### config.mk
export PLATFORM = sky130hd
export DESIGN_NAME = pmem_csr_top
export DESIGN_NICKNAME = d
export VERILOG_FILES = /design/src/rtl/pmem_pkg.sv /design/src/rtl/pmem_array.sv /design/src/rtl/pmem_csr.sv /design/src/rtl/pmem_csr_top.sv
export SDC_FILE = /design/constraint.sdc
export NUM_CORES = 1
export LEC_CHECK = 0
export CAP_MARGIN = 20
export CORE_MARGIN = 2
export CORE_UTILIZATION = 30
export DETAILED_ROUTE_END_ITERATION = 8
export SLEW_MARGIN = 20
export SYNTH_ARGS = -nofsm -noshare
export SYNTH_HDL_FRONTEND = slang
export SYNTH_SLANG_ARGS = --single-unit
### constraint.sdc
create_clock -name clk -period 6.6 [get_ports clk]
set_input_delay 1.32 -clock clk [delete_from_list [all_inputs] [get_ports clk]]
set_output_delay 1.32 -clock clk [all_outputs]
set_load 0.005 [all_outputs]
### src/rtl/pmem_pkg.sv
package pmem_pkg;
    localparam int BYTE_W = 8;

    typedef enum logic [1:0] {
        SRC_NONE = 2'd0,
        SRC_MEM  = 2'd1,
        SRC_CSR  = 2'd2
    } rsrc_e;

    // parity bit that makes byte plus parity hold an odd count of ones
    function automatic logic odd_fill(input logic [BYTE_W-1:0] b);
        return ~(^b);
    endfunction
endpackage

### src/rtl/pmem_array.sv
module pmem_array
    import pmem_pkg::*;
#(
    parameter int DATA_W = 16,
    parameter int DEPTH  = 16,
    localparam int NB    = DATA_W / BYTE_W,
    localparam int IDX_W = $clog2(DEPTH)
) (
    input  logic              clk,
    input  logic              rst_n,
    input  logic              wr_i,
    input  logic              rd_i,
    input  logic [IDX_W-1:0]  idx_i,
    input  logic [NB-1:0]     be_i,
    input  logic [DATA_W-1:0] wdata_i,
    output logic [DATA_W-1:0] rdata_o,
    output logic              fail_now_o,
    output logic              bad_o
);
    typedef struct {
        logic [DATA_W-1:0] data [DEPTH];
        logic [NB-1:0]     par  [DEPTH];
        logic [DATA_W-1:0] rdata;
        logic              bad;
    } arr_st_t;

    arr_st_t s_d, s_q;
    logic    fail_d;

    always_comb begin
        s_d     = s_q;
        s_d.bad = 1'b0;
        fail_d  = 1'b0;
        if (wr_i) begin
            for (int b = 0; b < NB; b++) begin
                if (be_i[b]) begin
                    s_d.data[idx_i][b*BYTE_W +: BYTE_W] = wdata_i[b*BYTE_W +: BYTE_W];
                    s_d.par[idx_i][b] = odd_fill(wdata_i[b*BYTE_W +: BYTE_W]);
                end
            end
        end else if (rd_i) begin
            s_d.rdata = s_q.data[idx_i];
            for (int b = 0; b < NB; b++) begin
                if (^{s_q.par[idx_i][b], s_q.data[idx_i][b*BYTE_W +: BYTE_W]} == 1'b0)
                    fail_d = 1'b1;
            end
            s_d.bad = fail_d;
        end
    end

    always_ff @(posedge clk) begin
        if (!rst_n) begin
            for (int i = 0; i < DEPTH; i++) begin
                s_q.data[i] <= '0;
                s_q.par[i]  <= '0;
            end
            s_q.rdata <= '0;
            s_q.bad   <= 1'b0;
        end else begin
            s_q <= s_d;
        end
    end

    assign rdata_o    = s_q.rdata;
    assign fail_now_o = fail_d;
    assign bad_o      = s_q.bad;

    // a write cycle is never followed by a failed-check pulse
    a_r7_write_no_bad: assert property (@(posedge clk) disable iff (!rst_n)
        wr_i |=> !bad_o);
    // a fully written word reads back without a check failure
    a_r2_full_write_clean: assert property (@(posedge clk) disable iff (!rst_n)
        (wr_i && (&be_i)) ##1 (rd_i && !wr_i && $stable(idx_i)) |=> !bad_o);
endmodule

### src/rtl/pmem_csr.sv
module pmem_csr (
    input  logic        clk,
    input  logic        rst_n,
    input  logic        we_i,
    input  logic [1:0]  be_i,
    input  logic [15:0] wdata_i,
    input  logic        fail_now_i,
    input  logic        bad_i,
    output logic [15:0] csr_o,
    output logic        perr_o,
    output logic        led_o
);
    typedef struct packed {
        logic en;
        logic err;
    } csr_st_t;

    csr_st_t c_d, c_q;
    logic    clr_req;

    assign clr_req = we_i && be_i[1] && !wdata_i[15];

    always_comb begin
        c_d = c_q;
        if (fail_now_i)
            c_d.err = 1'b1;
        else if (clr_req)
            c_d.err = 1'b0;
        if (we_i && be_i[0])
            c_d.en = wdata_i[0];
    end

    always_ff @(posedge clk) begin
        if (!rst_n) c_q <= '0;
        else        c_q <= c_d;
    end

    assign csr_o  = {c_q.err, 14'b0, c_q.en};
    assign perr_o = bad_i && c_q.en;
    assign led_o  = c_q.err;

    // once set, the flag survives anything but a clearing write
    a_r5_sticky_flag: assert property (@(posedge clk) disable iff (!rst_n)
        (led_o && !clr_req) |=> led_o);
    // the flag only rises after a failed check
    a_r5_rise_cause: assert property (@(posedge clk) disable iff (!rst_n)
        $rose(led_o) |-> $past(fail_now_i));
endmodule

### src/rtl/pmem_csr_top.sv
module pmem_csr_top
    import pmem_pkg::*;
#(
    parameter int          DEPTH    = 16,
    parameter logic [17:0] CSR_ADDR = 18'o772100
) (
    input  logic        clk,
    input  logic        rst_n,
    input  logic [17:0] bus_addr,
    input  logic [15:0] bus_wdata,
    input  logic        bus_rd,
    input  logic        bus_wr,
    input  logic [1:0]  bus_be,
    output logic [15:0] bus_rdata,
    output logic        perr_o,
    output logic        err_led_o
);
    localparam int IDX_W     = $clog2(DEPTH);
    localparam int MEM_BYTES = DEPTH * 2;

    logic             in_mem, is_csr, rd_eff;
    logic             mem_wr, mem_rd, csr_we;
    logic [IDX_W-1:0] idx;
    logic [15:0]      mem_rdata, csr_val;
    logic             fail_now, bad;
    rsrc_e            src_d, src_q;

    assign in_mem = (bus_addr < 18'(MEM_BYTES));
    assign is_csr = (bus_addr == CSR_ADDR);
    assign rd_eff = bus_rd && !bus_wr;
    assign mem_wr = bus_wr && in_mem;
    assign mem_rd = rd_eff && in_mem;
    assign csr_we = bus_wr && is_csr;
    assign idx    = bus_addr[IDX_W:1];

    always_comb begin
        src_d = SRC_NONE;
        if (rd_eff) begin
            if (in_mem)      src_d = SRC_MEM;
            else if (is_csr) src_d = SRC_CSR;
        end
    end

    always_ff @(posedge clk) begin
        if (!rst_n) src_q <= SRC_NONE;
        else        src_q <= src_d;
    end

    pmem_array #(.DATA_W(16), .DEPTH(DEPTH)) u_array (
        .clk        (clk),
        .rst_n      (rst_n),
        .wr_i       (mem_wr),
        .rd_i       (mem_rd),
        .idx_i      (idx),
        .be_i       (bus_be),
        .wdata_i    (bus_wdata),
        .rdata_o    (mem_rdata),
        .fail_now_o (fail_now),
        .bad_o      (bad)
    );

    pmem_csr u_csr (
        .clk        (clk),
        .rst_n      (rst_n),
        .we_i       (csr_we),
        .be_i       (bus_be),
        .wdata_i    (bus_wdata),
        .fail_now_i (fail_now),
        .bad_i      (bad),
        .csr_o      (csr_val),
        .perr_o     (perr_o),
        .led_o      (err_led_o)
    );

    always_comb begin
        case (src_q)
            SRC_MEM: bus_rdata = mem_rdata;
            SRC_CSR: bus_rdata = csr_val;
            default: bus_rdata = '0;
        endcase
    end

    // the error line stays low after any write strobe
    a_r7_write_no_perr: assert property (@(posedge clk) disable iff (!rst_n)
        bus_wr |=> !perr_o);
    // the error line only follows a read strobe
    a_r6_perr_after_read: assert property (@(posedge clk) disable iff (!rst_n)
        perr_o |-> $past(bus_rd && !bus_wr));
    // a reported error is also shown on the indicator
    a_r8_led_with_perr: assert property (@(posedge clk) disable iff (!rst_n)
        perr_o |-> err_led_o);
    // no read strobe means the next cycle returns zero data
    a_r11_idle_zero: assert property (@(posedge clk) disable iff (!rst_n)
        !bus_rd |=> (bus_rdata == 16'h0));
endmodule

# [Word-level counts from Yosys, hierarchy flattened]
# Index checks and enable logic that the tools add are counted.
[op_classes] reduce_logical=20 n_mux=30 magnitude_cmp=3 bitwise_logic=7 eq_ne=3
[ops] cell="288-bit two-way mux" count=3
[ops] cell="256-bit bitwise mux" count=2
[ops] cell="16-bit demux with 4-bit select" count=2
[ops] cell="16-bit binary-select mux with 4-bit select" count=1
[ops] cell="32-bit bitwise mux" count=2
[ops] cell="16-bit two-way mux" count=3
[ops] cell="16-bit case mux with 2 select lines" count=1
[ops] cell="18-bit equality test, second input constant" count=1
[ops] cell="18-bit by 6-bit less-than comparator with 1-bit output, second input constant" count=1
[ops] cell="9-bit parity" count=2
[ops] cell="2-bit demux with 4-bit select" count=2
[ops] cell="8-bit parity" count=2
[ops] cell="1-bit logical AND" count=9
[ops] cell="2-bit binary-select mux with 4-bit select" count=1
[ops] cell="1-bit two-way mux" count=8
[ops] cell="2-bit two-way mux" count=4
[ops] cell="8-bit two-way mux" count=1
[ops] cell="1-bit inverter" count=6
[ops] cell="3-bit OR reduction" count=2
[ops] cell="5-bit greater-or-equal comparator, second input constant" count=1
[ops] cell="5-bit by 1-bit less-than comparator with 1-bit output, second input constant" count=1
[ops] cell="4-bit inverter with 5-bit output" count=1
[ops] cell="2-bit AND reduction" count=2
[ops] cell="2-bit by 1-bit equality test with 1-bit output, second input constant" count=1
[ops] cell="3 further kinds" count=4
[word_totals] wordCells=101 regBits=309 input_bits=40

# [Logic depth before layout (Yosys ltp)]
# Gate-level depths: netlist of run 1.
[depth] ltp_word=10 ltp_mapped=12

# [Cells and area by module]
# A second synthesis of run 1 with hierarchy kept.
[unflattened] hier_cells=1660 hier_area_um2=14709.1
[by_module_without_submodules] mod="pmem_array" n_inst=1 seq_area_each_um2=6105.9 cells_per_inst=1572 area_per_inst_um2=14093.5
[by_module_without_submodules] mod="pmem_csr_top" n_inst=1 seq_area_each_um2=40.0 cells_per_inst=62 area_per_inst_um2=410.4
[by_module_without_submodules] mod="pmem_csr" n_inst=1 seq_area_each_um2=40.0 cells_per_inst=26 area_per_inst_um2=205.2

# [Worst setup path after synthesis of run 1]
# OpenSTA, ideal clock, no wires.
[synth_timing] path_type="input to register" from="in bus_addr[2]" to="reg u_csr.c_q, in the netlist u_csr.led_o" t_arrival_ps=3624 stages=9 n_path_buf=2 t_required_ps=6484 slack_ps=2860 path_cell_list="buf_2 > clkbuf_1 > mux4_2 > mux4_2 > xnor2_1 > xnor3_1 > xnor2_1 > a21boi_1 > a31o_1"
[synth_between] elab_chain_len=10
[synth_rtl] item="start, declared" line="pmem_csr_top.sv:9" text="input logic [17:0] bus_addr,"
[synth_rtl] item="4-bit inverter with 5-bit output (not written as such)" line="pmem_array.sv:44" text="if (^{s_q.par[idx_i][b], s_q.data[idx_i][b*BYTE_W +: BYTE_W]} == 1'b0)"
[synth_rtl] item="16-bit binary-select mux with 4-bit select / 2-bit binary-select mux with 4-bit select (equally long branches)" line="pmem_array.sv:44"
[synth_rtl] item="16-bit two-way mux (not written as such) / 2-bit two-way mux (equally long branches) (2 in series)" line="pmem_array.sv:44"
[synth_rtl] item="9-bit parity" line="pmem_array.sv:44"
[synth_rtl] item="1-bit two-way mux (2 in series)" line="pmem_array.sv:44"
[synth_rtl] item="1-bit two-way mux" line="pmem_array.sv:41" text="end else if (rd_i) begin"
[synth_rtl] item="1-bit two-way mux" line="pmem_array.sv:34" text="if (wr_i) begin"
[synth_rtl] item="1-bit two-way mux / 2-bit nonzero test (equally long branches)"
[synth_rtl] item="end signal, assigned" line="pmem_csr.sv:34" text="if (!rst_n) c_q <= '0;"
[synth_rtl] item="end signal, assigned" line="pmem_csr.sv:35" text="else c_q <= c_d;"
[synth_rtl] item="end, declared" line="pmem_csr.sv:18" text="csr_st_t c_d, c_q;"
# Several ways; a longest one is shown, not always the timed one. The select of a mux whose other input is x is not followed.
# A chain may end at the register's enable or synchronous reset.

# [Final worst setup path of run 1]
[layout_timing] from="in bus_addr[1]" to="reg u_csr.c_q, in the netlist u_csr.led_o"
# The elaborated chain is that of the path after synthesis.

==> results of run 1 <==
kinds of logic after synthesis:
kind of cell,Yosys count,share of synthesized area (%)
AOI/OAI and AO/OA,40,1.91
xor gates and xnor gates,28,1.89
adders and majority gates,2,0.173
buffers and inverters,114,3.36
DFF,309,42.8
muxes,377,33.2
and+or+nand+nor,402,16.7
layout by cell type, fill, tap and decap left out, types with 4 or more instances in the layout:
cell,count
sky130_fd_sc_hd__a21boi_1,10
sky130_fd_sc_hd__a22oi_1,18
sky130_fd_sc_hd__and2_1,16
sky130_fd_sc_hd__buf_4,20
sky130_fd_sc_hd__clkbuf_1,10
sky130_fd_sc_hd__clkbuf_16,31
sky130_fd_sc_hd__clkbuf_8,6
sky130_fd_sc_hd__clkdlybuf4s50_1,54
sky130_fd_sc_hd__clkinv_2,4
sky130_fd_sc_hd__dfxtp_1,309
sky130_fd_sc_hd__mux2i_1,295
sky130_fd_sc_hd__mux4_2,82
sky130_fd_sc_hd__nand2_1,28
sky130_fd_sc_hd__nand2b_1,4
sky130_fd_sc_hd__nand3_1,4
sky130_fd_sc_hd__nor2_1,11
sky130_fd_sc_hd__nor2_2,21
sky130_fd_sc_hd__nor2b_1,297
sky130_fd_sc_hd__nor3_2,5
sky130_fd_sc_hd__o21ai_0,10
sky130_fd_sc_hd__xnor2_1,24
power by group through the flow:
stage	combinational, mW	clock, mW	sequential, mW
global placement	0.230	0	1.91
CTS	0.232	1.76	1.86
global route	0.249	1.83	1.86
detailed placement	0.232	0	1.91
floorplan	0.156	0	1.91
finish	0.232	1.71	1.86
flip-flops by register name, indices dropped and copies added, names as in the netlist:
| name | flops |
|---|---|
| src_q | 2 |
| u_array.bad_o | 1 |
| u_array.rdata_o | 16 |
| u_array.s_q | 288 |
| u_csr.csr_o | 1 |
| u_csr.led_o | 1 |
through the flow:
stage	cells	instance area (sq um)	hold WS, ps
2_1_floorplan	1272	14500	450
3_3_place_gp	1852	15500	458
4_1_cts	1905	16500	479
5_1_grt	1905	16500	523
6_report	1905	16500	478
3_5_place_dp	1852	15500	468
per-layer routing:
metal | up-vias | track usage [%] | part of all wire (%)
met5 | - | 0 | 0
met4 | 0 | 3.63 | 1.6
met3 | 33 | 1.52 | 3.6
met2 | 147 | 22.6 | 46
met1 | 4478 | 19.0 | 48
li1 | 4392 | - | -
cell type report:
class,instances,area (sq um),share of cell area (%)
Clock buffer,47,896,5.42
Multi-Input combinational cell,849,7860,47.5
Clock inverter,6,80.1,0.484
Tap cell,615,769,4.66
Inverter,2,7.51,0.0454
Sequential cell,309,6190,37.4
Timing Repair Buffer,77,733,4.44
critical path, cell delays in order:
cell and delay, ps:
sky130_fd_sc_hd__buf_6 590, sky130_fd_sc_hd__buf_4 400, sky130_fd_sc_hd__mux4_2 530, sky130_fd_sc_hd__a22oi_1 290
sky130_fd_sc_hd__nand2_1 120, sky130_fd_sc_hd__xnor2_1 240, sky130_fd_sc_hd__xnor3_1 370, sky130_fd_sc_hd__xnor2_1 330
sky130_fd_sc_hd__a21boi_1 140, sky130_fd_sc_hd__a31o_1 190
worst min path at each step:
stage,from,end,slack (ps)
6_report,u_array.s_q[110],u_array.s_q[110],480
3_3_place_gp,u_array.s_q[24],u_array.s_q[24],460
2_1_floorplan,u_array.s_q[24],u_array.s_q[24],450
4_1_cts,u_array.s_q[105],u_array.s_q[105],480
3_5_place_dp,u_array.s_q[105],u_array.s_q[105],470
5_1_grt,u_array.s_q[112],u_array.s_q[112],520
==> flow_metrics.py, run 1 <==
metrics = {
    "sta": {
        "timing_worst_slew_pin_value_ps": 1050,
        "final_min_period_over_clock_period_pct": 62.6,
        "grt_setup_unrepaired": "false",
        "timing.final.crit_period_ps": 4130,
        "hold_viol": 0,
        "final.setup.worst_slack_ps": 2470,
        "timing.slew.headroom_pct": 29.7,
        "finalSetupViolations": 0,
        "timing.final.max_slew_violations": 0,
        "clock-skew-final_ps": 9.27,
        "fmax_ghz": 0.242,
        "setup_total_neg_slack_ps": 0,
    },
    "synthesis": {
        "ys.warnings.count": 0,
        "synth_top_area_cell": "sky130_fd_sc_hd__dfxtp_1",
        "synth_cell_types": 34,
        "synthDominantCellAreaShare_pct": 42.8,
        "postSynthRegisterBits": 309,
        "dominantRegCellSynth": "sky130_fd_sc_hd__dfxtp_1",
        "mappedNetlistNets": 1314,
        "synth_area_leaders": "sky130_fd_sc_hd__dfxtp_1 43%, sky130_fd_sc_hd__mux2i_1 20%, sky130_fd_sc_hd__nor2b_1 13%, sky130_fd_sc_hd__mux4_2 13%, sky130_fd_sc_hd__clkbuf_1 2.0%",
        "synth_enable_flop_cells": 0,
        "netlist_area_sq_mm": 0.0145,
        "post_synthesis_average_cell_area_sq_um": 11.4,
        "synth.most_common_cell": "sky130_fd_sc_hd__dfxtp_1",
        "asyncSetResetFlopFracSynth_pct": 0,
        "synthTopCellsByCount": "309 x sky130_fd_sc_hd__dfxtp_1, 297 x sky130_fd_sc_hd__nor2b_1, 295 x sky130_fd_sc_hd__mux2i_1, 82 x sky130_fd_sc_hd__mux4_2, 77 x sky130_fd_sc_hd__clkbuf_1",
        "ys_seq_area_share_pct": 42.8,
        "syn_inst_count": 1272,
    },
    "place": {
        "preCtsSetupSlack_ps": 1840,
        "globalplace.congestion": 0.744,
        "detailed_place_hpwl_microns": 21500,
        "count_of_input_and_output_buffers": 57,
    },
    "cells_and_area": {
        "fillers": 4732,
        "finished_core_util_pct": 34.7,
        "antenna_cells_inserted": 0,
        "area.growth.synth_to_final_pct": 14.3,
        "post_route_cells_drive_above_1_share_pct": 14.0,
        "final_net_count": 1311,
    },
    "global_routing": {
        "track_usage_pct": 13.6,
        "grt_antenna_before_repair": 0,
        "grt_max_degree": 136,
        "grt_first_pass_wirelength_microns": 54300,
        "first_global_vias": 9210,
        "grt_overflow_total": 0,
    },
    "power": {
        "pwr-share-clk_pct": 45.0,
        "cell_internal_pwr_mw": 2.96,
        "leakage_nw": 4.83,
        "switchingPower_uw": 847,
        "post-layout-total-power_mw": 3.81,
        "power_density_over_the_cells_mw_per_mm2": 230,
        "switching_share_pct": 22.2,
        "ir_drop_mv": 0.194,
        "combPwrFrac_pct": 6.1,
        "sequentialPowerShare_pct": 49.0,
    },
    "clock_tree": {
        "cts.root.buffer_cell": "sky130_fd_sc_hd__clkbuf_16",
        "clockBufferDepth": 3,
        "tritoncts": "done",
        "htree_levels": 1,
        "post-cts-setup-buffers": 0,
        "path_clk_slew_ps": 60,
        "cts.hold.buffers_added": 0,
        "clock_sink_count": 309,
        "cts-resized-gates": 0,
        "worstSkewPairLatency_ps": 560,
        "cts_inserted_buffers": 30,
    },
    "setup_path": {
        "startpoint": "bus_addr[1]",
        "crit_path_capture": "u_csr.led_o",
        "reg_to_reg_endpoint": "u_csr.led_o",
        "worst-endpoint-arrival_ps": 4590,
        "worstReg2RegStart": "u_array.s_q[49]",
        "rrSetupSlack_ps": 3820,
        "worst_setup_path_end_kind": "flip-flop",
        "worst_r2r_path_depth": 7,
        "cp.required_ps": 7050,
        "timing.critical_path.fanout_max": 54,
        "timing.setup.critical_path_class": "input port to flip-flop",
        "startpoint_type": "input port",
    },
    "detailed_routing": {
        "violation_count_after_the_first_detailed_route_iteration": 451,
        "dr_drc_count": 0,
        "antenna_left": 0,
        "num_vias": 9050,
        "route.detailed.vias_per_inst": 4.75,
        "detail_route.wl_per_cell_microns": 17.9,
        "wirelength_routed_microns": 34100,
        "detailedRoute.firstPassIterationCount": 5,
    },
    "floorplanning": {
        "placement_rows": 80,
        "initial_core_util_pct": 30.4,
        "die_area_sq_mm": 0.0500,
        "ioPinCount": 58,
        "die_height_microns": 224,
        "coreArea_sq_mm": 0.0476,
        "floorplan.die.width_microns": 224,
    },
    "run_status": {
        "status": "complete, no violations",
    },
    "job": {
        "maxCapViolCount": 0,
    },
    "hold_path": {
        "min_path_cells": 2,
        "min_path_type": "flip-flop to flip-flop",
    },
}
(Power assumes the default switching activity.)
==> inputs of run 2 (changes only) <==
==> constraint.sdc (replaced) <==
create_clock -name clk -period 3.66 [get_ports clk]
set_input_delay 0.732 -clock clk [delete_from_list [all_inputs] [get_ports clk]]
set_output_delay 0.732 -clock clk [all_outputs]
set_load 0.005 [all_outputs]
==> run 2 against run 1 <==
  * Clock power is 95% higher
  * Via count rose by 3.9%
  * Power rose by 87%
  * Non-clock buffer count increased by 86
  * Hold slack lost 4.2 ps
  * Combinational power increased by 89%
  * Clock skew hardly changed
  * Critical path type unchanged
==> flow_metrics.py, run 2 (synthesized netlist as in run 1, its figures left out) <==
metrics = {
    "run_status": {
        "status": "complete, no violations",
    },
    "floorplanning": {
        "floorplan.die.width_microns": 224,
        "initial_core_util_pct": 30.4,
        "die_height_microns": 224,
        "placement_rows": 80,
        "coreArea_sq_mm": 0.0476,
        "die_area_sq_mm": 0.0500,
        "ioPinCount": 58,
    },
    "detailed_routing": {
        "num_vias": 9400,
        "detailroute.wirelength.met2_microns": 16400,
        "met1_length_microns": 17400,
        "wirelength_routed_microns": 35600,
        "route.detailed.vias_per_inst": 4.71,
        "detailedRoute.firstPassIterationCount": 5,
        "violation_count_after_the_first_detailed_route_iteration": 444,
        "antenna_left": 0,
        "dr_drc_count": 0,
        "highest_metal_layer_with_signal_wires": "met4",
        "dr_wl_met3_microns": 1290,
        "detail_route.wl_per_cell_microns": 17.8,
    },
    "cells_and_area": {
        "instances_no_fill": 1995,
        "mostFrequentLayoutCell": "sky130_fd_sc_hd__dfxtp_1",
        "regMostFlops": "u_array.s_q",
        "layout.cells.most_common_list": "309 x sky130_fd_sc_hd__dfxtp_1, 297 x sky130_fd_sc_hd__nor2b_1, 295 x sky130_fd_sc_hd__mux2i_1",
        "final_net_count": 1398,
        "antenna_cells_inserted": 0,
        "largest_register_ffs": 288,
        "finalInstanceArea_sq_mm": 0.0174,
        "post_route_cells_drive_above_1_share_pct": 20.0,
        "area.growth.synth_to_final_pct": 20.0,
    },
    "power": {
        "leakage_nw": 5.34,
        "post-layout-total-power_mw": 7.13,
        "power_density_over_the_cells_mw_per_mm2": 411,
        "ir_drop_mv": 0.327,
    },
    "setup_path": {
        "worst-endpoint-arrival_ps": 3540,
        "cpMostUsedCell": "sky130_fd_sc_hd__xnor2_1",
        "critical-path-slowest-cell": "sky130_fd_sc_hd__mux4_2",
        "reg_to_reg_endpoint": "u_csr.led_o",
        "timing.critical_path.fanout_max": 27,
        "worstReg2RegStart": "u_array.s_q[113]",
        "startpoint_type": "input port",
        "crit_path_cells": "buf_6 > buf_4 > mux4_2 > a22oi_1 > nand2_1 > xnor2_1 > xnor3_1 > xnor2_1 > a21boi_1 > a31o_1",
        "timing.setup.critical_path_class": "input port to flip-flop",
        "critical-path-max-stage-delay_ps": 490,
        "cp.required_ps": 4120,
        "rrSetupSlack_ps": 1020,
        "worst_setup_path_end_kind": "flip-flop",
        "worst_r2r_path_depth": 7,
    },
    "sta": {
        "timing_worst_slew_pin_value_ps": 709,
        "timing.final.max_slew_violations": 0,
        "setup_total_neg_slack_ps": 0,
        "clock-skew-final_ps": 9.23,
        "timing.final.crit_period_ps": 3080,
        "fmax_ghz": 0.325,
        "finalSetupViolations": 0,
        "timing.slew.headroom_pct": 52.5,
        "grt_setup_unrepaired": "false",
        "hold_viol": 0,
        "final_min_period_over_clock_period_pct": 84.1,
    },
    "clock_tree": {
        "post-cts-setup-buffers": 0,
        "tritoncts": "done",
        "htree_levels": 1,
        "clock_sink_count": 309,
        "cts_inserted_buffers": 31,
        "cts-resized-gates": 0,
        "clockBufferDepth": 3,
        "worstSkewPairLatency_ps": 570,
        "cts.root.buffer_cell": "sky130_fd_sc_hd__clkbuf_16",
        "path_clk_slew_ps": 70,
        "cts.hold.buffers_added": 0,
    },
    "hold_path": {
        "hold-path-endpoint": "u_array.s_q[24]",
        "min_path_cells": 2,
        "min_from": "u_array.s_q[24]",
        "min_path_type": "flip-flop to flip-flop",
    },
    "global_routing": {
        "grt_overflow_total": 0,
        "grt_first_pass_wirelength_microns": 56900,
        "grt_antenna_before_repair": 0,
        "track_usage_pct": 14.3,
        "first_global_vias": 9544,
        "grt_max_degree": 101,
    },
    "place": {
        "count_of_input_and_output_buffers": 57,
        "placed_cells_incl_taps": 1938,
        "dpl-instance-area_sq_mm": 0.0163,
        "detailed_place_hpwl_microns": 23400,
        "globalplace.congestion": 0.791,
    },
    "job": {
        "maxCapViolCount": 0,
    },
}
-- run 2: cell count changes in the layout (fill, tap and decap cells not counted), sizes merged --
| cell | delta |
|---|---|
| clkinvlp | +2 |
| bufinv | +2 |
| clkinv | +4 |
| buf | +86 |
| clkbuf | -4 |
-- run 2: layout make-up --
type,count,area (sq um)
timing repair buffer,163,1480
multi-input combinational,849,7850
fill,4653,30300
inverter,2,7.51
clock buffer,43,891
sequential,309,6190
tap,615,769
clock inverter,14,175
-- run 2: report_power, final --
| part | total [mW] | internal, mW | switching [mW] |
|---|---|---|---|
| clock | 3.33 | 1.97 | 1.36 |
| combinational | 0.438 | 0.191 | 0.247 |
| sequential | 3.36 | 3.36 | 0.00000466 |
| total | 7.13 | 5.53 | 1.61 |
-- run 2: routing by layer --
| layer | vias up | GRT usage [%] |
|---|---|---|
| met5 | - | 0 |
| met4 | 0 | 3.16 |
| met3 | 42 | 1.38 |
| met2 | 167 | 23.8 |
| met1 | 4619 | 20.0 |
| li1 | 4572 | - |
-- run 2: stage by stage --
step,hold WS (ps),worst slack (ps),util [%]
global route,500,403,36.4
global placement,462,86.9,34.2
CTS,477,603,36.4
floorplan,450,508,-
detailed placement,469,49.6,34.2
finish,474,582,36.4
-- run 2: worst max path at each step --
stage | depth (start not counted) | from | end
global placement | 10 | bus_addr[1] | u_csr.led_o
floorplan | 9 | bus_addr[2] | u_csr.led_o
finish | 10 | bus_addr[1] | u_csr.led_o
global route | 10 | bus_addr[1] | u_csr.led_o
detailed placement | 9 | bus_addr[1] | u_csr.led_o
CTS | 5 | src_q[1] | bus_rdata[0]
-- run 2: worst max-delay path, delay by kind of cell --
kind / cells / cell delay [ps]
AO/OA/AOI/OAI: 3 / 730
XOR/XNOR: 3 / 830
buffers and inverters: 2 / 550
multiplexers: 1 / 490
AND/OR/NAND/NOR: 1 / 180
